<file path="src/rtl/lcd_scan_pkg.sv">
package lcd_scan_pkg;

  typedef enum logic [1:0] {
    SEG_BLANK  = 2'd0,
    SEG_FILL   = 2'd1,
    SEG_INVERT = 2'd2,
    SEG_PASS   = 2'd3
  } seg_mode_e;

  // Blanking wins over fill, fill wins over inversion.
  function automatic seg_mode_e seg_mode_pick(input logic on, input logic fill, input logic inv);
    if (!on)       return SEG_BLANK;
    else if (fill) return SEG_FILL;
    else if (inv)  return SEG_INVERT;
    else           return SEG_PASS;
  endfunction

endpackage

</file>
<file path="src/rtl/lcd_scan_counter.sv">
module lcd_scan_counter #(
  parameter int N_COM = 64,
  localparam int LW = $clog2(N_COM),
  localparam int SW = $clog2(N_COM + 1)
) (
  input  logic          clk,
  input  logic          rst_n,
  input  logic          tick,
  input  logic [LW-1:0] start_line,
  output logic [SW-1:0] step_o,
  output logic          fr_o,
  output logic [SW-1:0] ram_line_o
);
  localparam logic [SW-1:0] ICON  = SW'(N_COM);
  localparam logic [SW:0]   NWRAP = (SW+1)'(N_COM);

  logic [SW-1:0] step_q;
  logic          fr_q;
  logic [LW-1:0] cap_q;
  logic [SW:0]   sum;

  always_ff @(posedge clk or negedge rst_n) begin
    if (!rst_n) begin
      step_q <= '0;
      fr_q   <= 1'b0;
      cap_q  <= '0;
    end else if (tick) begin
      if (step_q == ICON) begin
        step_q <= '0;
        fr_q   <= ~fr_q;
        cap_q  <= start_line;
      end else begin
        step_q <= step_q + 1'b1;
      end
    end
  end

  always_comb begin
    sum = (SW+1)'(cap_q) + (SW+1)'(step_q);
    if (step_q == ICON)   ram_line_o = ICON;
    else if (sum >= NWRAP) ram_line_o = SW'(sum - NWRAP);
    else                  ram_line_o = SW'(sum);
  end

  assign step_o = step_q;
  assign fr_o   = fr_q;

  assert_step_range_R1: assert property (@(posedge clk) disable iff (!rst_n)
    step_q <= ICON);

  assert_step_wrap_R1: assert property (@(posedge clk) disable iff (!rst_n)
    (tick && step_q == ICON) |=> (step_q == '0));

  assert_fr_edge_R2: assert property (@(posedge clk) disable iff (!rst_n)
    (fr_q != $past(fr_q)) |-> ($past(tick) && $past(step_q) == ICON));

  assert_icon_addr_R3: assert property (@(posedge clk) disable iff (!rst_n)
    (step_q == ICON) == (ram_line_o == ICON));

  assert_cap_hold_R4: assert property (@(posedge clk) disable iff (!rst_n)
    (cap_q != $past(cap_q)) |-> ($past(tick) && $past(step_q) == ICON));

endmodule

</file>
<file path="src/rtl/lcd_com_map.sv">
module lcd_com_map #(
  parameter int N_COM = 64,
  localparam int SW = $clog2(N_COM + 1)
) (
  input  logic             clk,
  input  logic             rst_n,
  input  logic             tick,
  input  logic [SW-1:0]    step,
  input  logic             reverse,
  input  logic             enable,
  output logic [N_COM-1:0] com_sel,
  output logic             icon_sel
);
  localparam logic [SW-1:0] ICON = SW'(N_COM);

  logic [SW-1:0]    lat_step;
  logic             lat_rev;
  logic             lat_valid;
  logic [N_COM-1:0] com_raw;

  always_ff @(posedge clk or negedge rst_n) begin
    if (!rst_n) begin
      lat_step  <= '0;
      lat_rev   <= 1'b0;
      lat_valid <= 1'b0;
    end else if (tick) begin
      lat_step  <= step;
      lat_rev   <= reverse;
      lat_valid <= 1'b1;
    end
  end

  for (genvar g = 0; g < N_COM; g++) begin : g_com
    localparam logic [SW-1:0] FWD = SW'(g);
    localparam logic [SW-1:0] BWD = SW'(N_COM - 1 - g);
    assign com_raw[g] = lat_rev ? (lat_step == BWD) : (lat_step == FWD);
  end

  assign com_sel  = (enable && lat_valid) ? com_raw : '0;
  assign icon_sel = enable && lat_valid && (lat_step == ICON);

  assert_one_com_R6: assert property (@(posedge clk) disable iff (!rst_n)
    $onehot0({icon_sel, com_sel}));

  assert_icon_excl_R6: assert property (@(posedge clk) disable iff (!rst_n)
    icon_sel |-> (com_sel == '0));

endmodule

</file>
<file path="src/rtl/lcd_seg_latch.sv">
module lcd_seg_latch
  import lcd_scan_pkg::*;
#(
  parameter int N_SEG = 132
) (
  input  logic             clk,
  input  logic             rst_n,
  input  logic             tick,
  input  logic [N_SEG-1:0] ram_rdata,
  input  logic             disp_on,
  input  logic             inverse,
  input  logic             all_on,
  output logic [N_SEG-1:0] seg_out,
  output logic             latch_stb
);
  logic [N_SEG-1:0] latch_q;
  logic             stb_q;
  seg_mode_e        mode;

  always_ff @(posedge clk or negedge rst_n) begin
    if (!rst_n) begin
      latch_q <= '0;
      stb_q   <= 1'b0;
    end else begin
      stb_q <= tick;
      if (tick) latch_q <= ram_rdata;
    end
  end

  assign mode = seg_mode_pick(disp_on, all_on, inverse);

  always_comb begin
    unique case (mode)
      SEG_BLANK:  seg_out = '0;
      SEG_FILL:   seg_out = '1;
      SEG_INVERT: seg_out = ~latch_q;
      default:    seg_out = latch_q;
    endcase
  end

  assign latch_stb = stb_q;

  assert_latch_hold_R11: assert property (@(posedge clk) disable iff (!rst_n)
    !$past(tick) |-> $stable(latch_q));

  assert_strobe_R5: assert property (@(posedge clk) disable iff (!rst_n)
    latch_stb |-> $past(tick));

  assert_fill_R8: assert property (@(posedge clk) disable iff (!rst_n)
    (disp_on && all_on && inverse) |-> (seg_out == '1));

endmodule

</file>
<file path="src/rtl/lcd_scan_timing.sv">
module lcd_scan_timing #(
  parameter int N_COM = 64,
  parameter int N_SEG = 132,
  localparam int LW = $clog2(N_COM),
  localparam int SW = $clog2(N_COM + 1)
) (
  input  logic             clk,
  input  logic             rst_n,
  input  logic             cl_tick,
  input  logic [LW-1:0]    start_line,
  input  logic             com_reverse,
  input  logic             disp_on,
  input  logic             inverse,
  input  logic             all_on,
  input  logic [N_SEG-1:0] ram_rdata,
  output logic [SW-1:0]    ram_line,
  output logic             fr,
  output logic             latch_stb,
  output logic [N_SEG-1:0] seg_out,
  output logic [N_COM-1:0] com_sel,
  output logic             icon_sel
);
  logic [SW-1:0] step;

  lcd_scan_counter #(.N_COM(N_COM)) u_counter (
    .clk        (clk),
    .rst_n      (rst_n),
    .tick       (cl_tick),
    .start_line (start_line),
    .step_o     (step),
    .fr_o       (fr),
    .ram_line_o (ram_line)
  );

  lcd_com_map #(.N_COM(N_COM)) u_com (
    .clk      (clk),
    .rst_n    (rst_n),
    .tick     (cl_tick),
    .step     (step),
    .reverse  (com_reverse),
    .enable   (disp_on),
    .com_sel  (com_sel),
    .icon_sel (icon_sel)
  );

  lcd_seg_latch #(.N_SEG(N_SEG)) u_seg (
    .clk       (clk),
    .rst_n     (rst_n),
    .tick      (cl_tick),
    .ram_rdata (ram_rdata),
    .disp_on   (disp_on),
    .inverse   (inverse),
    .all_on    (all_on),
    .seg_out   (seg_out),
    .latch_stb (latch_stb)
  );

  assert_off_blank_R9: assert property (@(posedge clk) disable iff (!rst_n)
    !disp_on |-> (seg_out == '0 && com_sel == '0 && !icon_sel));

  assert_drive_after_latch_R5: assert property (@(posedge clk) disable iff (!rst_n)
    (com_sel != '0 || icon_sel) |-> disp_on);

endmodule

</file>
<file path="config.mk">
export PLATFORM = sky130hd
export DESIGN_NAME = lcd_scan_timing
export DESIGN_NICKNAME = d
export VERILOG_FILES = /design/src/rtl/lcd_scan_pkg.sv /design/src/rtl/lcd_scan_counter.sv /design/src/rtl/lcd_com_map.sv /design/src/rtl/lcd_seg_latch.sv /design/src/rtl/lcd_scan_timing.sv
export SDC_FILE = /design/constraint.sdc
export NUM_CORES = 1
export LEC_CHECK = 0
export ABC_AREA = 1
export BUFFER_PORTS_ARGS = -buffer_cell sky130_fd_sc_hd__buf_2
export CELL_PAD_IN_SITES_DETAIL_PLACEMENT = 2
export CELL_PAD_IN_SITES_GLOBAL_PLACEMENT = 2
export CORE_UTILIZATION = 28
export CTS_CLUSTER_SIZE = 20
export DETAILED_ROUTE_END_ITERATION = 7
export PLACE_DENSITY_LB_ADDON = 0.1
export SETUP_SLACK_MARGIN = 0.4
export SLEW_MARGIN = 10
export SYNTH_ARGS = -nofsm -noshare
export SYNTH_HDL_FRONTEND = slang
export SYNTH_HIERARCHICAL = 1
export SYNTH_SLANG_ARGS = --single-unit
</file>
<file path="constraint.sdc">
create_clock -name clk -period 4.15 [get_ports clk]
set_input_delay 0.415 -clock clk [delete_from_list [all_inputs] [get_ports clk]]
set_output_delay 0.415 -clock clk [all_outputs]
set_load 0.05 [all_outputs]
</file>
Word-level counts from Yosys, hierarchy flattened
Index checks and enable logic that the tools add are counted.
{"block": "classes", "mux": 72, "order_cmp": 1, "reduce_logical": 5, "eq_ne": 67, "addsub": 3, "n_bitwise": 2}
{"op": "$pmux 132 s3", "n": 1}
{"op": "$eq 7x6->1 const B", "n": 32}
{"op": "$not 132->132", "n": 1}
{"op": "$eq 7x5->1 const B", "n": 16}
{"op": "$mux 1", "n": 65}
{"op": "$mux 64", "n": 1}
{"op": "$eq 7x4->1 const B", "n": 8}
{"op": "$eq 7x3->1 const B", "n": 4}
{"op": "$mux 7", "n": 3}
{"op": "$eq 7x2->1 const B", "n": 2}
{"op": "$eq 7x7->1 const B", "n": 2}
{"op": "$add 6x7->8", "n": 1}
{"op": "$ge 8x7->1 const B", "n": 1}
{"op": "$add 7x1->7 const B", "n": 1}
{"op": "$eq 7x1->1 const B", "n": 1}
{"op": "$logic_not 7->1", "n": 1}
{"op": "$sub 7x7->7 const B", "n": 1}
{"op": "$mux 2", "n": 2}
{"op": "$eq 2x1->1 const B", "n": 1}
{"op": "$eq 2x2->1 const B", "n": 1}
{"op": "$logic_and 1x1->1", "n": 2}
{"op": "$logic_not 2->1", "n": 1}
{"op": "$reduce_and 2->1", "n": 1}
{"op": "$not 1->1", "n": 1}
{"block": "word_totals", "wordCells": 158, "inputBits": 145, "out_inout_bits": 206, "ff_bits": 156}

Logic depth before layout (Yosys ltp)
Gate-level depths: netlist of the first run.
{"block": "logic_depth", "word_depth": 5, "mapped_depth": 10, "depth_no_buf": 10}

Hierarchy
The synthesis of the first run kept the hierarchy.
{"mod": "lcd_seg_latch", "area_per_inst_um2": 7672.4, "seq_area_each_um2": 3328.2, "n_inst": 1, "cells_per_inst": 1147}
{"mod": "lcd_com_map", "area_per_inst_um2": 2083.2, "seq_area_each_um2": 225.2, "n_inst": 1, "cells_per_inst": 423}
{"mod": "lcd_scan_counter", "area_per_inst_um2": 1018.5, "seq_area_each_um2": 350.3, "n_inst": 1, "cells_per_inst": 139}

Least setup slack after synthesis of the first run
No wires, ideal clock.
{"block": "synth_path", "path_type": "flip-flop to output port", "startpoint": "register u_counter.step_q[0], in the netlist u_counter/step_o[0]", "endpoint": "output ram_line[4]", "t_arrival_ns": 2.095, "required_ns": 3.735, "setup_slack_ns": 1.640, "path_buffers": 0, "path_stages_with_launch": 10, "path_cell_list": "dfrtp_1 > ha_1 > inv_1 > fa_1 > inv_1 > nand2_1 > nand2_1 > and2_1 > o21ai_0 > a21oi_1"}
{"block": "synth_between", "elab_chain_cells": 4, "word_cells_on_any_way": 6, "classes_between": "add/sub (2); order compare (1); eq/ne (1); mux (2)"}
{"element": "start: declaration", "line": "lcd_scan_counter.sv:17", "text": "logic [SW-1:0] step_q;"}
{"element": "start signal: assignment", "line": "lcd_scan_counter.sv:33", "text": "step_q <= step_q + 1'b1;"}
{"element": "$add 6x7->8", "line": "lcd_scan_counter.sv:39", "text": "sum = (SW+1)'(cap_q) + (SW+1)'(step_q);"}
{"element": "$sub 7x7->7 or $ge 8x7->1 (tied branches)", "line": "lcd_scan_counter.sv:41", "text": "else if (sum >= NWRAP) ram_line_o = SW'(sum - NWRAP);"}
{"element": "$mux 7", "line": "lcd_scan_counter.sv:41"}
{"element": "$mux 7 *", "line": "lcd_scan_counter.sv:40", "text": "if (step_q == ICON) ram_line_o = ICON;"}
{"element": "end: declaration", "line": "lcd_scan_timing.sv:16", "text": "output logic [SW-1:0] ram_line,"}
Mark *: on every way between the ends. The rest lies on a longest branch, timed or not.

Worst setup path in the final report of the first run
Ends and elaborated chain as after synthesis.

==> results.sh, run 1 <==
export IMPL_outcome="complete, no violations"
export IMPL_wire_per_inst_um=17.8
export IMPL_drtIter0Drc=477
export IMPL_cts_tree="yes"
export IMPL_core_region_area_um2=37800
export IMPL_layout_drive_gt1_share_pct=22.6
export IMPL_worstPathRequired_ns=3.73
export IMPL_ys_warn_count=6
export IMPL_grt_pass1_vias=12600
export IMPL_synth_top_area_cell="dfrtp_1"
export IMPL_clock_path_buffers=2
export IMPL_chipHeight_um=198
export IMPL_skew_ns=0.0114
export IMPL_ys_seq_elements=156
export IMPL_hold_class="primary input to asynchronous set/reset pin"
export IMPL_synth_edf_count=0
export IMPL_synth_top_area_share_pct=36.2
export IMPL_setup_violations=0
export IMPL_grt_usage_pct=22.8
export IMPL_clk_pin_slew_worst_paths_ns=0.07
export IMPL_slew_headroom_pct=26.0
export IMPL_synth_area_um2=10800
export IMPL_grtUsageMet1_pct=29.9
export IMPL_drc=0
export IMPL_grt_start_max_net_pins=146
export IMPL_final_nets=2134
export IMPL_path_class="flip-flop to output pin"
export IMPL_net_switching_power_uw=2820
export IMPL_start_util_pct=28.5
export IMPL_syn2layout_area_growth_pct=23.0
export IMPL_synth_async_reset_ratio_pct=100
export IMPL_yosysMostFrequentCell="nand2_1"
export IMPL_synth_top_cells_by_count="nand2_1, nor2_1, inv_1"
export IMPL_vias=12000
export IMPL_portBuffers=350
export IMPL_endpoint_kind="output pin"
export IMPL_slew_viol_final=0
export IMPL_ys_top_cells_by_area="dfrtp_1, nand2_1, nor2_1"
export IMPL_clkSinkCount=156
export IMPL_combPwrFrac_pct=42.3
export IMPL_synthFlopType="dfrtp_1"
export IMPL_hold_violations=0
export IMPL_irDropWorstVdd_mv=0.504
export IMPL_detail_route_antenna_nets=0
export IMPL_std_cell_rows=71
export IMPL_holdWs_ns=0.0253
export IMPL_synth_nets=1863
export IMPL_fmax_ghz=0.348
export IMPL_viasPerCell=4.79
export IMPL_cts_made_buffers=17
export IMPL_postCtsResizedCells=0
export IMPL_crit_slowest_cell="dfrtp_1"
export IMPL_routabilityCongestion=0.809
export IMPL_htree_levels=4
export IMPL_synth_cell_type_count=38
export IMPL_powerDensity_nw_per_um2=451
export IMPL_wirelength_um=44700
export IMPL_clkPwrFrac_pct=25.4
export IMPL_dp_hpwl_um=31200
export IMPL_cp_cell_sequence="ha_1 -> inv_1 -> fa_1 -> inv_1 -> nand2_1 -> nand2_1 -> and2_1 -> o21ai_0 -> a21oi_1 -> buf_2"
export IMPL_overflow=0
export IMPL_maxCapViolCount=0
export IMPL_swShare_pct=47.3
export IMPL_die_area_um2=39300
export IMPL_syn_inst=1709
export IMPL_cp_max_fo=4
export IMPL_critPathArrivalTime_ns=2.46
export IMPL_die_width_um=198
export IMPL_crit_path_max_incr_delay_ns=0.48
export IMPL_cts_root_buf="clkbuf_16"
export IMPL_grt_met3_usage_pct=6.49
export IMPL_grt_pass1_wl_um=69600
export IMPL_min_period_over_period_pct=69.2
export IMPL_post_cts_buffers=0
export IMPL_clock_latency_ns=0.45
export IMPL_post_route_min_period_ns=2.87
export IMPL_cp_start_kind="flip-flop"
export IMPL_antenna_found_initial=16
export IMPL_r2r_start="u_counter/step_o[1]"
export IMPL_met2_usage_pct=36.6
export IMPL_ios=351
export IMPL_cp_startpoint="u_counter/step_o[0]"
export IMPL_rsz0062_at_grt="no"
export IMPL_worstMarginPinSlew_ns=1.11
export IMPL_pwr_share_seq_pct=32.3
export IMPL_power_internal_uw=3150
export IMPL_dr_pass1_iters=4
export IMPL_fillers=4770
export IMPL_yosysSeqAreaShare_pct=36.2
export IMPL_top_usage_layer="met2"
export IMPL_hold_buffers=0
export IMPL_tns_ns=0
export IMPL_leakagePower_uw=0.00736
export IMPL_syn_avg_cell_area_um2=6.30
==> metrics by stage <==
stage / total power [uW] / area (um^2) / utilization, % / instances / setup slack (ns)
floorplan: 3780 / 10800 / - / 1709 / 1.64
global placement: 4430 / 12700 / 33.6 / 2472 / 1.56
detailed placement: 4500 / 12700 / 33.6 / 2472 / 1.55
CTS: 6070 / 13200 / 35.1 / 2503 / 1.22
global route: 6350 / 13200 / 35.1 / 2508 / 1.12
finish: 5970 / 13300 / 35.1 / 2511 / 1.28
==> cells by family after synthesis <==
| group | after synthesis | synth area share [%] |
|---|---|---|
| flops | 156 | 36.2 |
| xor+xnor | 2 | 0.163 |
| fa+ha+maj | 9 | 1.11 |
| simple gates | 1058 | 40.6 |
| buf+inv | 286 | 12.3 |
| compound gates | 198 | 9.63 |
==> critical path: cells and delay by family (launching register included) <==
family                   cells  cell delay, ns
AO/OA/AOI/OAI                2            0.19
buffers and inverters        3            0.41
adder cells (fa/ha/maj)      2            0.61
AND/OR/NAND/NOR              3            0.31
flip-flops                   1            0.48
==> routing by layer <==
| layer | part of all wire [%] | wire length [um] |
|---|---|---|
| met5 | 0.23 | 103 |
| met4 | 1.6 | 729 |
| met3 | 6.0 | 2690 |
| met2 | 47 | 20900 |
| met1 | 45 | 20300 |
==> path summary, 6_finish.rpt <==
| check | endpoint | depth (start not counted) | slack (ns) |
|---|---|---|---|
| max | ram_line[4] | 10 | 1.28 |
| min | u_seg/latch_q[51] | 1 | 0.03 |
| max reg2reg | u_counter/step_o[1] | 7 | 2.45 |
| min reg2reg | u_counter/fr_o | 1 | 0.47 |
| max in group asynchronous | u_seg/latch_q[19] | 2 | 3.24 |
| min in group clk | u_counter/cap_q[2] | 3 | 0.17 |
==> layout by cell type, fill, tap and decap left out, types with 4 or more instances in the layout <==
cell type,netlist,layout
nand2_4,3,4
nor2_4,11,12
nor2_2,5,4
diode_2,0,8
o21ai_0,86,86
nand3_1,147,147
buf_4,8,13
ha_1,8,8
nand2_2,10,9
clkbuf_16,0,17
nor2_1,375,375
a21oi_1,37,37
o21ai_1,62,62
buf_2,56,347
dfrtp_1,156,156
inv_2,10,9
a21oi_2,10,10
inv_1,161,161
buf_12,0,4
clkinvlp_4,0,4
nand2_1,494,494
==> power groups by stage <==
stage | Sequential [uW] | Clock, uW | Combinational (uW)
CTS | 1930 | 1570 | 2560
floorplan | 1910 | 0 | 1870
global route | 1960 | 1630 | 2760
detailed placement | 1960 | 0 | 2540
finish | 1930 | 1520 | 2520
global placement | 1940 | 0 | 2490
==> registers in the layout (all words and copies together), names as in the netlist <==
| signal | count |
|---|---|
| u_counter/fr_o | 1 |
| u_com/lat_rev | 1 |
| u_com/lat_valid | 1 |
| u_seg/latch_q | 132 |
| u_com/lat_step | 7 |
| u_seg/latch_stb | 1 |
| u_counter/step_o | 7 |
| u_counter/cap_q | 6 |
==> area by class of cell <==
type | instances | area (um^2) | area share, %
antenna | 8 | 20.0 | 0.151
clock buffer | 21 | 450 | 3.40
clock inverter | 10 | 92.6 | 0.699
inverter | 172 | 653 | 4.93
multi-input combinational | 1267 | 5560 | 41.9
sequential | 156 | 3900 | 29.5
tap | 511 | 639 | 4.82
timing repair buffer | 366 | 1940 | 14.6
Note: power is estimated with default switching activity, not from simulation.
==> run 2: changes to the inputs <==
- ABC_AREA: 1 -> 0
- CORE_UTILIZATION: 28 -> 31
- clock period: 4.15 -> 2.7 ns (I/O delays scaled with it)
==> run 2 against run 1 <==
  * First-iteration DRC count decreased by 37%
  * Cell area increased by 4.0%
  * Sequential power increased by 52%
  * Routed wire length decreased by 22%
  * Utilization increased by 8.5 points
  * Highest routed layer unchanged
==> results.sh, run 2 <==
export IMPL_outcome="complete, no violations"
export IMPL_slew_viol_final=0
export IMPL_clkPwrFrac_pct=26.5
export IMPL_clock_path_buffers=2
export IMPL_top_usage_layer="met2"
export IMPL_crit_family="buffers and inverters"
export IMPL_ios=351
export IMPL_htree_levels=4
export IMPL_power_internal_uw=5640
export IMPL_tns_ns=0
export IMPL_synth_top_cells_by_count="dfrtp_1, mux2_2, o21a_1, xor2_1, nor2_1"
export IMPL_final_common_cell="buf_2"
export IMPL_std_cell_rows=65
export IMPL_start_util_pct=31.6
export IMPL_met2_usage_pct=33.7
export IMPL_crit_slowest_cell="dfrtp_4"
export IMPL_swShare_pct=39.1
export IMPL_drtIter0Drc=300
export IMPL_yosysMostFrequentCell="dfrtp_1"
export IMPL_clkSinkCount=156
export IMPL_pwr_share_seq_pct=31.6
export IMPL_synth_nets=1041
export IMPL_post_route_min_period_ns=2.43
export IMPL_vias=8314
export IMPL_synth_async_reset_ratio_pct=100
export IMPL_crit_path_max_incr_delay_ns=0.54
export IMPL_final_cell_area_um2=13800
export IMPL_die_area_um2=33000
export IMPL_cp_num_buf_inv=3
export IMPL_routabilityCongestion=0.751
export IMPL_worstMarginPinSlew_ns=0.755
export IMPL_dpl_instance_area_um2=11900
export IMPL_cts_tree="yes"
export IMPL_worstPathRequired_ns=2.43
export IMPL_cts_made_buffers=17
export IMPL_viasPerCell=5.01
export IMPL_chipHeight_um=182
export IMPL_slew_headroom_pct=49.7
export IMPL_syn_inst=887
export IMPL_skew_ns=0.00358
export IMPL_dr_pass1_iters=4
export IMPL_clk_pin_slew_worst_paths_ns=0.06
export IMPL_hold_class="primary input to flip-flop"
export IMPL_synth_area_um2=10000
export IMPL_synth_edf_count=0
export IMPL_top_register="u_seg/latch_q"
export IMPL_wire_per_inst_um=21.2
export IMPL_dp_hpwl_um=22700
export IMPL_syn_avg_cell_area_um2=11.3
export IMPL_synth_top_area_share_pct=39.0
export IMPL_final_cell_mix="buf_2, dfrtp_1, mux2_2"
export IMPL_wirelength_um=35100
export IMPL_grt_met3_usage_pct=7.72
export IMPL_synth_simple_area_share_pct=8.13
export IMPL_synth_compound_area_share_pct=15.6
export IMPL_rsz0062_at_grt="yes"
export IMPL_grt_usage_pct=20.5
export IMPL_cp_max_fo=8
export IMPL_antenna_found_initial=18
export IMPL_ys_seq_elements=156
export IMPL_grt_pass1_wl_um=52200
export IMPL_ys_warn_count=6
export IMPL_overflow=0
export IMPL_synth_top_family_by_area="multiplexers"
export IMPL_cp_cell_sequence="buf_12 -> nor4bb_1 -> buf_4 -> a22oi_1 -> nor2_1 -> clkbuf_4"
export IMPL_hold_violations=0
export IMPL_detail_route_antenna_nets=0
export IMPL_yosys_mux_area_fraction_pct=16.8
export IMPL_instances_no_fill=1659
export IMPL_critPathArrivalTime_ns=2.16
export IMPL_portBuffers=350
export IMPL_largest_register_ffs=132
export IMPL_maxCapViolCount=0
export IMPL_final_nets=1389
export IMPL_path_class="flip-flop to output pin"
export IMPL_synth_cell_type_count=46
export IMPL_drc=0
export IMPL_clock_latency_ns=0.44
export IMPL_cts_root_buf="clkbuf_16"
export IMPL_synth_top_area_cell="dfrtp_1"
export IMPL_holdWs_ns=0.0499
export IMPL_min_period_over_period_pct=89.9
export IMPL_endpoint_kind="output pin"
export IMPL_synth_adder_area_share_pct=1.20
export IMPL_cp_start_kind="flip-flop"
export IMPL_grt_start_max_net_pins=74
export IMPL_core_region_area_um2=31600
export IMPL_yosysSeqAreaShare_pct=39.0
export IMPL_powerDensity_nw_per_um2=672
export IMPL_die_width_um=182
export IMPL_yosys_area_share_xor_xnor_pct=12.0
export IMPL_fillers=3359
export IMPL_grtUsageMet1_pct=24.6
export IMPL_dp_cells=1566
export IMPL_ys_top_cells_by_area="dfrtp_1, mux2_2, xor2_1"
export IMPL_fmax_ghz=0.412
export IMPL_irDropWorstVdd_mv=0.479
export IMPL_leakagePower_uw=0.00617
export IMPL_syn2layout_area_growth_pct=37.8
export IMPL_synthFlopType="dfrtp_1"
export IMPL_layout_drive_gt1_share_pct=56.5
export IMPL_combPwrFrac_pct=41.9
export IMPL_grt_pass1_vias=8911
export IMPL_net_switching_power_uw=3630
export IMPL_setup_violations=0
[run 2: cell count changes after synthesis, sizes merged, moves of 6 or more]
cell	before	now
nand2	507	7
nor2	392	69
inv	171	6
o21ai	149	2
mux2	0	146
nand3	149	4
o21a	0	133
xor2	1	133
a22oi	0	64
a21oi	47	2
buf	90	75
nor4b	0	7
and4bb	0	6
[run 2: path summary, 6_finish.rpt]
kind | depth (start not counted) | start | endpoint | slack [ns]
setup / recovery | 6 | u_com/lat_step[0] | com_sel[28] | 0.27
hold / removal | 1 | cl_tick | u_seg/latch_stb | 0.05
setup reg to reg | 7 | u_counter/step_o[0] | u_counter/cap_q[0] | 0.87
hold reg to reg | 1 | u_counter/fr_o | u_counter/fr_o | 0.48
max in group asynchronous | 3 | rst_n | u_com/lat_step[1] | 1.49
min in group asynchronous | 2 | rst_n | u_seg/latch_q[106] | 0.45
[run 2: per-layer routing]
| layer | wire length (um) | part of all wire (%) |
|---|---|---|
| met1 | 14700 | 42 |
| met2 | 17200 | 49 |
| met3 | 2690 | 7.7 |
| met4 | 484 | 1.4 |
| met5 | 65 | 0.19 |
[run 2: power groups by stage]
| stage | registers [uW] | clock network, uW | logic (uW) |
|---|---|---|---|
| 2_1_floorplan | 2850 | 0 | 2490 |
| 3_3_place_gp | 2980 | 0 | 3000 |
| 3_5_place_dp | 3010 | 0 | 3040 |
| 4_1_cts | 2960 | 2560 | 3310 |
| 5_1_grt | 2970 | 2630 | 4110 |
| 6_report | 2930 | 2460 | 3880 |
[run 2: cell families (layout without fill, tap and decap cells)]
group,Yosys count,count (layout)
AO/OA/AOI/OAI,209,209
flip-flops,156,156
multiplexers,147,147
XOR/XNOR,137,137
AND/OR/NAND/NOR,122,124
buffers and inverters,107,463
adder cells (fa/ha/maj),9,9
other,0,12
[run 2: per-stage QoR]
step	utilization [%]	setup slack, ns	total power [uW]
after floorplan	-	0.370	5340
after global placement	37.7	0.484	5980
after detailed placement	37.7	0.456	6050
after CTS	41.1	0.304	8830
after global routing	43.5	0.131	9710
final	43.6	0.273	9270
[run 2: layout make-up]
cell class                      instances  area, um^2  share of cell area, %
Multi-Input combinational cell        626        5770                   41.8
Tap cell                              402         503                   3.65
Sequential cell                       156        3920                   28.5
Inverter                                6        22.5                  0.163
Clock buffer                           23         498                   3.61
Antenna cell                           12        30.0                  0.218
Clock inverter                          6        86.3                  0.626
Timing Repair Buffer                  428        2960                   21.5
[run 2: what timing repair did]
action,in CTS,in global routing
hold buffers,1,0
pin swaps,19,27
endpoints found under the setup margin,72,71
endpoints found under the hold margin,69,0
gates resized for setup,115,154
gates cloned,1,3
setup buffers,17,30
==> run 3: changes to the inputs <==
- CORE_UTILIZATION: 31 -> 30
- SKIP_LAST_GASP: default -> 1
==> run 3 against run 2 <==
  * Count of clock-buffer cells in the layout down 3
  * Global-route usage down 0.079 points
  * Die area up 3.3%
  * Critical endpoint is now com_sel[4]
  * Highest routed layer unchanged
==> results.sh, run 3 (same netlist as run 2, synthesis figures left out) <==
export IMPL_hold_violations=0
export IMPL_outcome="complete, no violations"
export IMPL_portBuffers=350
export IMPL_powerDensity_nw_per_um2=652
export IMPL_worst_slack_ns=0.340
export IMPL_power_internal_uw=5350
export IMPL_swShare_pct=40.4
export IMPL_cp_max_fo=8
export IMPL_routabilityCongestion=0.734
export IMPL_vias=8202
export IMPL_net_switching_power_uw=3620
export IMPL_dp_hpwl_um=23200
export IMPL_min_period_over_period_pct=87.4
export IMPL_clk_pin_slew_worst_paths_ns=0.07
export IMPL_tns_ns=0
export IMPL_final_nets=1382
export IMPL_wl_met1_um=14600
export IMPL_slew_headroom_pct=51.4
export IMPL_top_layer="met5"
export IMPL_fmax_ghz=0.424
export IMPL_chipHeight_um=185
export IMPL_start_util_pct=30.6
export IMPL_ios=351
export IMPL_skew_ns=0.00953
export IMPL_std_cell_rows=66
export IMPL_hold_class="primary input to flip-flop"
export IMPL_wirelength_um=35000
export IMPL_endpoint_kind="output pin"
export IMPL_dpl_instance_area_um2=12000
export IMPL_detail_route_antenna_nets=0
export IMPL_clkPwrFrac_pct=25.2
export IMPL_maxCapViolCount=0
export IMPL_fin_util_pct=42.1
export IMPL_die_width_um=185
export IMPL_layout_drive_gt1_share_pct=58.5
export IMPL_dp_cells=1607
export IMPL_final_cell_area_um2=13800
export IMPL_wire_per_inst_um=20.8
export IMPL_clock_latency_ns=0.44
export IMPL_grt_usage_pct=20.4
export IMPL_pwr_share_seq_pct=33.3
export IMPL_fillers=3555
export IMPL_path_class="flip-flop to output pin"
export IMPL_irDropWorstVdd_mv=0.422
export IMPL_setup_violations=0
export IMPL_cts_tree="yes"
export IMPL_wl_met3_um=2890
export IMPL_leakagePower_uw=0.00607
export IMPL_top_register="u_seg/latch_q"
export IMPL_syn2layout_area_growth_pct=37.7
export IMPL_rsz0062_at_grt="yes"
export IMPL_grt_pass1_wl_um=52600
export IMPL_worstMarginPinSlew_ns=0.729
export IMPL_drc=0
export IMPL_pre_cts_ws_ns=0.432
export IMPL_wl_met2_um=17000
export IMPL_cts_root_buf="clkbuf_16"
export IMPL_slew_viol_final=0
export IMPL_htree_levels=4
export IMPL_dr_pass1_iters=4
export IMPL_worstPathRequired_ns=2.43
export IMPL_die_area_um2=34100
export IMPL_critPathArrivalTime_ns=2.09
export IMPL_drtIter0Drc=322
export IMPL_antenna_found_initial=9
export IMPL_combPwrFrac_pct=41.6
export IMPL_clock_path_buffers=2
export IMPL_core_region_area_um2=32700
export IMPL_final_common_cell="buf_2"
export IMPL_instances_no_fill=1685
export IMPL_grt_start_max_net_pins=133
export IMPL_cts_made_buffers=17
export IMPL_cp_start_kind="flip-flop"
export IMPL_largest_register_ffs=132
export IMPL_grt_pass1_vias=8780
export IMPL_final_cell_mix="buf_2, dfrtp_1, mux2_2"
export IMPL_clkSinkCount=156
export IMPL_post_route_min_period_ns=2.36
export IMPL_viasPerCell=4.87
export IMPL_overflow=0
==> run 3: cell types whose count changed in the layout (fill, tap and decap cells not counted), sizes merged <==
cell,delta
clkbuf,-7
diode,-7
clkinv,+3
buf,-2
and4bb,-1
bufinv,-1
clkinvlp,+1
==> run 3: per-layer routing <==
layer / up-vias / global-route usage (%)
li1: 3776 / -
met5: - / 0
met2: 242 / 33.2
met3: 30 / 7.65
met4: 6 / 6.70
met1: 4148 / 24.8
==> run 3: worst paths after layout <==
kind,startpoint,to,slack (ns),depth (start not counted)
worst max-delay path,u_com/lat_rev,com_sel[4],0.34,6
worst min-delay path,ram_rdata[131],u_seg/latch_q[131],0.06,2
worst max register to register,u_counter/step_o[0],u_counter/cap_q[0],0.89,8
worst min register to register,u_counter/fr_o,u_counter/fr_o,0.48,1
max in group asynchronous,rst_n,u_seg/latch_q[67],1.45,3
min in group asynchronous,rst_n,u_seg/latch_q[113],0.38,2
==> run 3: stage by stage <==
stage / hold WS [ns] / power [uW]
after floorplan: -0.0256 / 5340
after global placement: 0.312 / 5970
after detailed placement: 0.314 / 6030
after CTS: 0.0260 / 8750
after global routing: 0.0415 / 9430
final: 0.0584 / 8980
==> run 3: timing repair <==
| action | CTS | global route |
|---|---|---|
| setup endpoints to repair | 72 | 72 |
| setup buffers | 31 | 6 |
| cloned | 3 | 3 |
| hold buffers | 1 | 0 |
| hold endpoints to repair | 57 | 0 |
| gates resized for setup | 115 | 171 |
| pin swaps | 12 | 73 |
==> run 3: area by class of cell <==
cell class	count	area [um^2]	share of cell area, %
timing repair buffer	422	2900	21.1
antenna	5	12.5	0.0909
clock inverter	9	75.1	0.545
inverter	6	25.0	0.182
tap	442	553	4.02
sequential	156	3930	28.5
clock buffer	20	447	3.24
multi-input combinational	625	5830	42.3
==> run 3: worst max-delay path, stage by stage, from the launching register on <==
cell and delay [ns]:
dfrtp_2 0.47, buf_6 0.15, nor4_4 0.36, buf_6 0.21, a22oi_1 0.11, nor2_1 0.16, buf_6 0.18
==> run 3: power groups by stage <==
| stage | Clock, uW | Sequential [uW] | Combinational (uW) |
|---|---|---|---|
| 2_1_floorplan | 0 | 2850 | 2490 |
| 3_3_place_gp | 0 | 3050 | 2930 |
| 3_5_place_dp | 0 | 3080 | 2960 |
| 4_1_cts | 2360 | 2990 | 3400 |
| 5_1_grt | 2430 | 3040 | 3970 |
| 6_report | 2260 | 2990 | 3730 |
